[src/rtl/dmach_pkg.sv]
package dmach_pkg;
  localparam int OFF_W = 15;
  localparam logic [OFF_W-1:0] OFF_CTRL  = 15'h0000;
  localparam logic [OFF_W-1:0] OFF_NEXT  = 15'h4000;
  localparam logic [OFF_W-1:0] OFF_LIMIT = 15'h4004;
  localparam logic [OFF_W-1:0] OFF_START = 15'h4008;
  localparam logic [OFF_W-1:0] OFF_STOP  = 15'h400C;
  localparam logic [OFF_W-1:0] OFF_INIT  = 15'h4200;
  localparam logic [OFF_W-1:0] OFF_SIZE  = 15'h4204;

  // command bit positions in a control write
  localparam int CMD_EN    = 16;
  localparam int CMD_CHAIN = 17;
  localparam int CMD_CLR   = 18;
  localparam int CMD_RST   = 19;
  localparam int CMD_DIR   = 20;

  // status flags, packed so that en lands on bit 0 of a read
  typedef struct packed {
    logic dir;
    logic done;
    logic chain;
    logic en;
  } ctrl_flags_t;

  typedef enum logic {ENG_IDLE, ENG_REQ} eng_state_e;
endpackage

[src/rtl/dmach_align.sv]
module dmach_align #(
  parameter int LEN_W    = 16,
  parameter bit NET_CHAN = 1'b0
) (
  input  logic [LEN_W-1:0] bytes_in,
  output logic [LEN_W:0]   bytes_up
);
  generate
    if (NET_CHAN) begin : g_net
      localparam int SH = 5;
      logic [LEN_W:0] sum;
      assign sum      = {1'b0, bytes_in} + (LEN_W+1)'((1 << SH) - 1);
      assign bytes_up = {sum[LEN_W:SH], {SH{1'b0}}};
    end else begin : g_std
      localparam int SH = 4;
      logic [LEN_W:0] sum;
      assign sum      = {1'b0, bytes_in} + (LEN_W+1)'((1 << SH) - 1);
      assign bytes_up = {sum[LEN_W:SH], {SH{1'b0}}};
    end
  endgenerate
endmodule

[src/rtl/dmach_engine.sv]
module dmach_engine
  import dmach_pkg::*;
#(
  parameter int DATA_W     = 32,
  parameter int LEN_W      = 16,
  parameter int ALIGN_LOG2 = 4
) (
  input  logic              clk,
  input  logic              rst,
  input  logic              enable,
  input  logic [DATA_W-1:0] next_ptr,
  input  logic [DATA_W-1:0] init_ptr,
  input  logic              burst_done,
  input  logic [LEN_W:0]    len_up,
  input  logic              mem_ack,
  output logic              mem_req,
  output logic [DATA_W-1:0] mem_addr,
  output logic [LEN_W:0]    mem_len,
  output logic              cmpl_fire,
  output logic              irq
);
  eng_state_e state;

  assign cmpl_fire = (state == ENG_REQ) && mem_ack;

  always_ff @(posedge clk) begin
    if (rst) begin
      state    <= ENG_IDLE;
      mem_req  <= 1'b0;
      mem_addr <= '0;
      mem_len  <= '0;
      irq      <= 1'b0;
    end else begin
      irq <= 1'b0;
      case (state)
        ENG_IDLE: begin
          if (burst_done && enable) begin
            mem_addr <= (init_ptr != '0) ? init_ptr : next_ptr;
            mem_len  <= len_up;
            mem_req  <= 1'b1;
            state    <= ENG_REQ;
          end
        end
        ENG_REQ: begin
          if (mem_ack) begin
            mem_req <= 1'b0;
            irq     <= 1'b1;
            state   <= ENG_IDLE;
          end
        end
        default: state <= ENG_IDLE;
      endcase
    end
  end

  AST_IRQ_PULSE: assert property (@(posedge clk) disable iff (rst)
    irq |=> !irq);
  AST_IRQ_AFTER_ACK: assert property (@(posedge clk) disable iff (rst)
    $rose(irq) |-> $past(mem_req && mem_ack));
  AST_REQ_HOLD: assert property (@(posedge clk) disable iff (rst)
    (mem_req && !mem_ack) |=> (mem_req && $stable(mem_addr) && $stable(mem_len)));
  AST_LEN_ALIGNED: assert property (@(posedge clk) disable iff (rst)
    mem_req |-> (mem_len[ALIGN_LOG2-1:0] == '0));
  AST_REQ_NEEDS_EN: assert property (@(posedge clk) disable iff (rst)
    $rose(mem_req) |-> $past(enable));
endmodule

[src/rtl/dmach_regs.sv]
module dmach_regs
  import dmach_pkg::*;
#(
  parameter int ADDR_W = 15,
  parameter int DATA_W = 32,
  parameter int LEN_W  = 16
) (
  input  logic              clk,
  input  logic              rst,
  input  logic              reg_wr,
  input  logic              reg_rd,
  input  logic [ADDR_W-1:0] reg_addr,
  input  logic [DATA_W-1:0] reg_wdata,
  output logic [DATA_W-1:0] reg_rdata,
  input  logic              cmpl_fire,
  input  logic [LEN_W:0]    cmpl_len,
  output logic              enable,
  output logic [DATA_W-1:0] next_ptr,
  output logic [DATA_W-1:0] init_ptr,
  output logic [DATA_W-1:0] saved_next,
  output logic [DATA_W-1:0] saved_limit
);
  ctrl_flags_t       fl;
  logic [DATA_W-1:0] limit_r, start_r, stop_r, size_r;
  logic [DATA_W-1:0] rd_mux;
  logic              hit_ctrl, hit_next, hit_limit, hit_start, hit_stop, hit_init, hit_size;

  assign hit_ctrl  = (reg_addr == ADDR_W'(OFF_CTRL));
  assign hit_next  = (reg_addr == ADDR_W'(OFF_NEXT));
  assign hit_limit = (reg_addr == ADDR_W'(OFF_LIMIT));
  assign hit_start = (reg_addr == ADDR_W'(OFF_START));
  assign hit_stop  = (reg_addr == ADDR_W'(OFF_STOP));
  assign hit_init  = (reg_addr == ADDR_W'(OFF_INIT));
  assign hit_size  = (reg_addr == ADDR_W'(OFF_SIZE));

  assign enable = fl.en;

  always_ff @(posedge clk) begin
    if (rst) begin
      fl          <= '0;
      next_ptr    <= '0;
      limit_r     <= '0;
      start_r     <= '0;
      stop_r      <= '0;
      init_ptr    <= '0;
      size_r      <= '0;
      saved_next  <= '0;
      saved_limit <= '0;
    end else begin
      if (reg_wr) begin
        if (hit_ctrl) begin
          if (reg_wdata[CMD_DIR])   fl.dir   <= 1'b1;
          if (reg_wdata[CMD_EN])    fl.en    <= 1'b1;
          if (reg_wdata[CMD_CHAIN]) fl.chain <= 1'b1;
          if (reg_wdata[CMD_CLR])   fl.done  <= 1'b0;
          if (reg_wdata[CMD_RST])   fl       <= '0;
        end
        if (hit_next)  next_ptr <= reg_wdata;
        if (hit_limit) limit_r  <= reg_wdata;
        if (hit_start) start_r  <= reg_wdata;
        if (hit_stop)  stop_r   <= reg_wdata;
        if (hit_init)  init_ptr <= reg_wdata;
        if (hit_size)  size_r   <= reg_wdata;
      end
      // completion takes priority over a host write in the same cycle
      if (cmpl_fire) begin
        saved_next  <= next_ptr;
        saved_limit <= next_ptr + DATA_W'(cmpl_len);
        init_ptr    <= '0;
        fl.done     <= 1'b1;
        if (!fl.chain) begin
          next_ptr <= start_r;
          limit_r  <= stop_r;
        end
      end
    end
  end

  always_comb begin
    rd_mux = '0;
    if (hit_ctrl)  rd_mux = DATA_W'(fl);
    if (hit_next)  rd_mux = next_ptr;
    if (hit_limit) rd_mux = limit_r;
    if (hit_start) rd_mux = start_r;
    if (hit_stop)  rd_mux = stop_r;
    if (hit_init)  rd_mux = init_ptr;
    if (hit_size)  rd_mux = size_r;
  end

  always_ff @(posedge clk) begin
    if (rst)         reg_rdata <= '0;
    else if (reg_rd) reg_rdata <= rd_mux;
  end

  AST_DONE_ON_CMPL: assert property (@(posedge clk) disable iff (rst)
    cmpl_fire |=> fl.done);
  AST_INIT_CLEARED: assert property (@(posedge clk) disable iff (rst)
    cmpl_fire |=> (init_ptr == '0));
  AST_RST_CMD: assert property (@(posedge clk) disable iff (rst)
    (reg_wr && hit_ctrl && reg_wdata[CMD_RST] && !cmpl_fire) |=> (fl == '0));
  AST_CHAIN_HOLDS: assert property (@(posedge clk) disable iff (rst)
    (cmpl_fire && fl.chain && !(reg_wr && hit_next)) |=> $stable(next_ptr));
endmodule

[src/rtl/dma_chan_ctrl.sv]
module dma_chan_ctrl #(
  parameter int ADDR_W   = 15,
  parameter int LEN_W    = 16,
  parameter bit NET_CHAN = 1'b0
) (
  input  logic              clk,
  input  logic              rst,
  input  logic              reg_wr,
  input  logic              reg_rd,
  input  logic [ADDR_W-1:0] reg_addr,
  input  logic [31:0]       reg_wdata,
  output logic [31:0]       reg_rdata,
  input  logic              burst_done,
  input  logic [LEN_W-1:0]  burst_bytes,
  output logic              mem_req,
  output logic [31:0]       mem_addr,
  output logic [LEN_W:0]    mem_len,
  input  logic              mem_ack,
  output logic [31:0]       saved_next,
  output logic [31:0]       saved_limit,
  output logic              dma_irq
);
  localparam int DATA_W     = 32;
  localparam int ALIGN_LOG2 = NET_CHAN ? 5 : 4;

  logic              enable, cmpl_fire;
  logic [DATA_W-1:0] next_ptr, init_ptr;
  logic [LEN_W:0]    len_up;

  dmach_align #(.LEN_W(LEN_W), .NET_CHAN(NET_CHAN)) u_align (
    .bytes_in(burst_bytes),
    .bytes_up(len_up)
  );

  dmach_engine #(.DATA_W(DATA_W), .LEN_W(LEN_W), .ALIGN_LOG2(ALIGN_LOG2)) u_engine (
    .clk(clk), .rst(rst), .enable(enable), .next_ptr(next_ptr), .init_ptr(init_ptr),
    .burst_done(burst_done), .len_up(len_up), .mem_ack(mem_ack),
    .mem_req(mem_req), .mem_addr(mem_addr), .mem_len(mem_len),
    .cmpl_fire(cmpl_fire), .irq(dma_irq)
  );

  dmach_regs #(.ADDR_W(ADDR_W), .DATA_W(DATA_W), .LEN_W(LEN_W)) u_regs (
    .clk(clk), .rst(rst), .reg_wr(reg_wr), .reg_rd(reg_rd), .reg_addr(reg_addr),
    .reg_wdata(reg_wdata), .reg_rdata(reg_rdata), .cmpl_fire(cmpl_fire),
    .cmpl_len(mem_len), .enable(enable), .next_ptr(next_ptr), .init_ptr(init_ptr),
    .saved_next(saved_next), .saved_limit(saved_limit)
  );
endmodule

[config.mk]
export PLATFORM = sky130hd
export DESIGN_NAME = dma_chan_ctrl
export DESIGN_NICKNAME = d
export VERILOG_FILES = /design/src/rtl/dmach_pkg.sv /design/src/rtl/dmach_align.sv /design/src/rtl/dmach_engine.sv /design/src/rtl/dmach_regs.sv /design/src/rtl/dma_chan_ctrl.sv
export SDC_FILE = /design/constraint.sdc
export NUM_CORES = 1
export LEC_CHECK = 0
export ABC_AREA = 0
export CORE_UTILIZATION = 49
export DETAILED_ROUTE_END_ITERATION = 10
export PLACE_DENSITY_LB_ADDON = 0.08
export SYNTH_ARGS = -nofsm -noshare
export SYNTH_HDL_FRONTEND = slang
export SYNTH_SLANG_ARGS = --single-unit
export TNS_END_PERCENT = 30
[constraint.sdc]
create_clock -name clk -period 2.6 [get_ports clk]
set_input_delay 0.39 -clock clk [delete_from_list [all_inputs] [get_ports clk]]
set_output_delay 0.39 -clock clk [all_outputs]
set_load 0.01 [all_outputs]
== Word level (Yosys, flattened, before mapping) ==
Cells that the tools add are included.
W data, S select, Z words.

* Input bits: 69
* Register bits: 340
* Logic and storage cells: 82

* Mux-type cells: 31
* Reductions and logical operators: 22
* Bitwise gates (word level): 1
* $add $sub $neg: 2
* Eq/ne operators: 8

{| class="wikitable"
|+ Operator list
! cell !! count
|-
| $mux W32 || 15
|-
| $eq A15 B15 Y1 const B || 6
|-
| $add A32 B17 Y32 || 1
|-
| $reduce_bool A32 Y1 || 1
|-
| $add A16 B4 Y17 const B || 1
|-
| $logic_not A15 Y1 || 1
|-
| $reduce_and A2 Y1 || 6
|-
| $reduce_and A3 Y1 || 4
|-
| $mux W1 || 10
|-
| $reduce_bool A2 Y1 || 5
|-
| $mux W4 || 2
|-
| $mux W3 || 2
|-
| $pmux W1 S2 || 2
|-
| $reduce_or A2 Y1 || 2
|-
| $reduce_bool A3 Y1 || 1
|-
| $logic_and A1 B1 Y1 || 2
|-
| $ne A2 B1 Y1 const B || 1
|-
| $ne A2 B2 Y1 const B || 1
|-
| $not A1 Y1 || 1
|}

== Depth between registers and ports, before layout ==
* Depth after elaboration: 8
* Depth in mapped cells: 9
* Depth with buffers taken out: 8

== Cells and area by module ==
From an unflattened synthesis, not the netlist that was laid out.

* Cell total of the unflattened synthesis: 1978
* Area total of the unflattened synthesis: 15771.4 um2

{| class="wikitable"
|+ By module, submodules not included
! module !! area each (um2) !! sequential area each (um2) !! cells each !! times used
|-
| dmach_regs || 13087.6 || 5845.6 || 1667 || 1
|-
| dmach_engine || 2397.3 || 1041.0 || 274 || 1
|-
| dmach_align || 286.5 || 0.0 || 37 || 1
|}

== Least setup slack after synthesis ==
Ideal clock, no wire load.

* Path type: in2reg
* From: input port reg_addr[12]
* To: register u_regs.limit_r[10]
* Setup slack: 0.061 ns
* Data arrival time: 2.401 ns
* Stages on the path: 8
* Cell sequence: or4_1 -> buf_2 -> or4_1 -> buf_2 -> nor3_4 -> buf_6 -> mux2i_1 -> a211oi_1

* Word-level cells in the longest chain between the ends: 5

{| class="wikitable"
|+ Ends and longest elaborated chain
! item !! line !! text
|-
| start, declared || dma_chan_ctrl.sv:10 || <nowiki>input logic [ADDR_W-1:0] reg_addr,</nowiki>
|-
| $eq A15 B15 Y1 (*) || dmach_regs.sv:30 || <nowiki>assign hit_limit = (reg_addr == ADDR_W'(OFF_LIMIT));</nowiki>
|-
| $mux W32 (*) || dmach_regs.sv:59 || <nowiki>if (hit_limit) limit_r <= reg_wdata;</nowiki>
|-
| $mux W32 (*) || dmach_regs.sv:50 || <nowiki>if (reg_wr) begin</nowiki>
|-
| $mux W32 || dmach_regs.sv:71 || <nowiki>if (!fl.chain) begin</nowiki>
|-
| $mux W32 (*) || dmach_regs.sv:66 || <nowiki>if (cmpl_fire) begin</nowiki>
|-
| end signal, assigned || dmach_regs.sv:59 ||
|-
| end signal, assigned || dmach_regs.sv:73 || <nowiki>limit_r <= stop_r;</nowiki>
|-
| end, declared || dmach_regs.sv:24 || <nowiki>logic [DATA_W-1:0] limit_r, start_r, stop_r, size_r;</nowiki>
|}

Every way passes the cells marked *; elsewhere a longest branch is shown, timed or not.
A chain may end at the register's enable or synchronous reset.

== Worst setup path after layout ==
* From: input port reg_addr[1]
* To: register u_regs.start_r[29]

* Word-level cells in the longest chain between the ends: 2

{| class="wikitable"
|+ Ends and longest elaborated chain
! item !! line !! text
|-
| $eq A15 B15 Y1 || dmach_regs.sv:31 || <nowiki>assign hit_start = (reg_addr == ADDR_W'(OFF_START));</nowiki>
|-
| $reduce_and A2 Y1 (no source line) || n/a ||
|-
| end signal, assigned || dmach_regs.sv:60 || <nowiki>if (hit_start) start_r <= reg_wdata;</nowiki>
|-
| end, declared || dmach_regs.sv:24 ||
|}

No other way between the ends.

==> out/results.ini <==
[timing]
finalCriticalPeriod_ns = 2.50
clock_skew_ns = 0.0182
finalSetupViolations = 0
fin_crit_sh_pct = 96.0
timing.fmax_mhz = 400
worst_slew_pin_slew_ns = 0.719
hold_violations = 0
finalMaxSlewViolations = 0
rsz0062_at_grt = no
fin_ws_ns = 0.103
slew_headroom_pct = 52.1

[routing]
drc = 0
vias = 14400
firstDrtPassIters = 6
drt_iter0_drc = 1498
via_per_inst = 5.86
antenna_left = 0
wl_per_cell_um = 20.5
drt_wl_total_mm = 50.6

[final_layout]
seq_area_mm2 = 0.00673
syn_to_final_growth_pct = 29.2
layout_commonest_cell = nand2_1
multi_input_comb_area_mm2 = 0.00762
finalNonFillerCells = 2464
final_nets = 2128
final_layout_size_suffix_gt1_share_pct = 12.0
final_cell_mix = nand2_1 (376), dfxtp_1 (336), a21oi_1 (254)
final_util_pct = 64.8
design_area_mm2 = 0.0193
nFillCells = 2596

[die]
die_h_um = 177
die-area_mm2 = 0.0312
fp.coreArea_mm2 = 0.0298
die_x_um = 177
rows = 63
start_util_pct = 50.2
io_pins = 216

[pwr]
p_leak_nw = 6.76
finalPower_mw = 10.8
ir_worst_vdd_mv = 0.428
powerDensity_mw_per_mm2 = 560

[setup_path]
crit_fanout = 9
reg2reg_to = u_regs.saved_limit[31]
crit_slowest_cell = or4b_1
critical_path_class = input pin to flop
cpPeakStageDelay_ns = 0.60
crit_buf_inv = 3
cp_top_family = simple AND/OR/NAND/NOR gates
crit_path_cell_trace = clkdlybuf4s50_1 > or4b_1 > buf_4 > or4b_1 > nor3b_2 > buf_4 > nand2_1 > a21oi_1
r2r_slack_ns = 0.11
startpoint = reg_addr[1]
r2r-start = u_engine.mem_len[6]
crit_required_ns = 3.04
start_kind = input pin
r2r_cells = 7
cp_data_arrival_time_ns = 2.94
worst_setup_path_end_kind = flop

[cts]
postCtsSetupRepairBufs = 0
cts_tree = built
cts-root-buf = clkbuf_16
cts-buffers-inserted = 37
clockBufferDepth = 3
h-tree-depth = 2
clk_pin_slew_ns = 0.06
worst_skew_pair.late_latency_ns = 0.53
clkSinkCount = 336

[yosys]
synth_edf_count = 0
ys.flop_type = dfxtp_1
synth_cell_types = 64
synth_area_leaders = dfxtp_1 (45%), nand2_1 (9.4%), a21oi_1 (8.5%)
synth_seq_cells = 336
yosys_warnings = 0
synth.avg_cell_area_um2 = 8.15
synthesis.area_mm2 = 0.0150
ys_seq_area_share_pct = 45.0
syn_inst = 1835
async_flop_share_pct = 0
yosysTopAreaCell = dfxtp_1
synth_top_area_share_pct = 45.0

[min_path]
min-delay-start = rst
timing.hold.worst.class = input pin to flop
min_path_cells = 2
whs_endpoint = u_regs.size_r[1]

[global_routing]
overflow = 0
grt_max_degree = 83
grt_pass1_wl_mm = 77.6
grt_pass1_vias = 13400
grt_use_total_pct = 32.0
antenna_found_initial = 2

[place]
dp_hpwl_mm = 35.3
place_congestion = 0.915
portBuffers = 211
dp.cells = 2396
dp_slack_ns = -0.506
place_area_mm2 = 0.0181

[flow_run]
cap_violations = 0

[outcome]
status = finished, final reports clean

cells by family (layout without fill, tap and decap cells):
family          Yosys count  in the layout  synth area share (%)
simple gates            680            680                  18.9
compound gates          489            489                  19.9
flops                   336            336                  45.0
buf+inv                 165            399                  4.66
mux                     122            122                  8.65
xor+xnor                 28             28                  1.64
fa+ha+maj                14             14                  1.22
other cells               1              6                0.0251
worst max-delay path by stage:
stage                                   to  slack [ns]  cells after the start
finish                  u_regs.start_r[29]        0.10                      8
global route        u_regs.saved_limit[22]        0.03                      9
detailed placement      u_regs.limit_r[23]       -0.51                      7
CTS                 u_regs.saved_limit[22]       0.002                      9
global placement        u_regs.limit_r[24]       -0.45                      7
floorplan               u_regs.limit_r[10]        0.06                      8
synth_stat cells, types with 3 or more instances:
cell type and number:
a211oi_1 116, or4_1 5, clkbuf_1 122, nor2_1 189, nand3_1 11, o21ai_0 44, or3_1 4, a22o_1 5
nand2b_1 9, a22oi_1 24, buf_4 9, and2_1 6, xnor2_1 18, mux2_2 48, and3_1 4, mux2i_1 73
a311oi_1 4, buf_6 3, ha_1 13, nor3_1 37, o211ai_1 7, buf_1 4, a32oi_1 4, a21o_1 8
nor4_1 14, dfxtp_1 336, a211o_1 4, buf_2 17, xor2_1 10, nand4_1 9, inv_1 10, a21oi_1 254
nand2_1 376
routing by layer:
| metal | part of all wire, % | track usage, % | routed length (um) | vias up |
|---|---|---|---|---|
| met1 | 46 | 46.8 | 23100 | 6833 |
| li1 | - | - | - | 6805 |
| met5 | 0 | 0 | 0 | - |
| met2 | 43 | 48.1 | 21800 | 710 |
| met3 | 9.3 | 5.65 | 4680 | 85 |
| met4 | 2.0 | 8.48 | 1010 | 0 |
flip-flops by register name (all words and copies together) (netlist names):
register / cells
u_regs.saved_limit: 32
u_regs.enable: 1
u_regs.reg_rdata: 32
u_engine.irq: 1
u_engine.mem_addr: 32
u_regs.saved_next: 28
u_regs.start_r: 32
u_regs.stop_r: 32
u_regs.limit_r: 32
u_engine.mem_req: 1
u_regs.fl: 3
u_regs.init_ptr: 32
u_engine.state: 1
u_regs.next_ptr: 32
u_regs.size_r: 32
u_engine.mem_len: 13
power breakdown:
| group | switching (mW) | internal [mW] | total [mW] | leakage, nW |
|---|---|---|---|---|
| clock | 2.12 | 2.99 | 5.11 | 0.600 |
| combinational | 0.303 | 0.215 | 0.518 | 3.45 |
| sequential | 0.0134 | 5.17 | 5.18 | 2.71 |
| total | 2.43 | 8.38 | 10.8 | 6.76 |
per-stage QoR:
step,hold WS [ns],TNS (ns)
after CTS,0.415,0
after global placement,0.435,-69.69
final,0.425,0
after floorplan,0.429,0
after detailed placement,0.441,-73.27
after global routing,0.458,0
final cells by class:
type / instances / area share, %
tap: 390 / 2.53
inverter: 10 / 0.194
timing repair buffer: 323 / 16.8
multi-input combinational: 1337 / 39.4
sequential: 336 / 34.8
clock buffer: 54 / 5.81
antenna: 2 / 0.0259
clock inverter: 12 / 0.330
worst reg2reg max path: cells and delay by family, from the launching register on:
kind                       cells  cell delay [ns]
adders and majority gates      1             0.38
and+or+nand+nor                1             0.26
DFF                            1             0.33
AOI/OAI and AO/OA              5             1.43
timing repair:
action	in CTS	in global routing
hold buffers	0	0
setup endpoints to repair	0	102
resized for setup	0	12
Note: power is estimated with default switching activity, not from simulation.
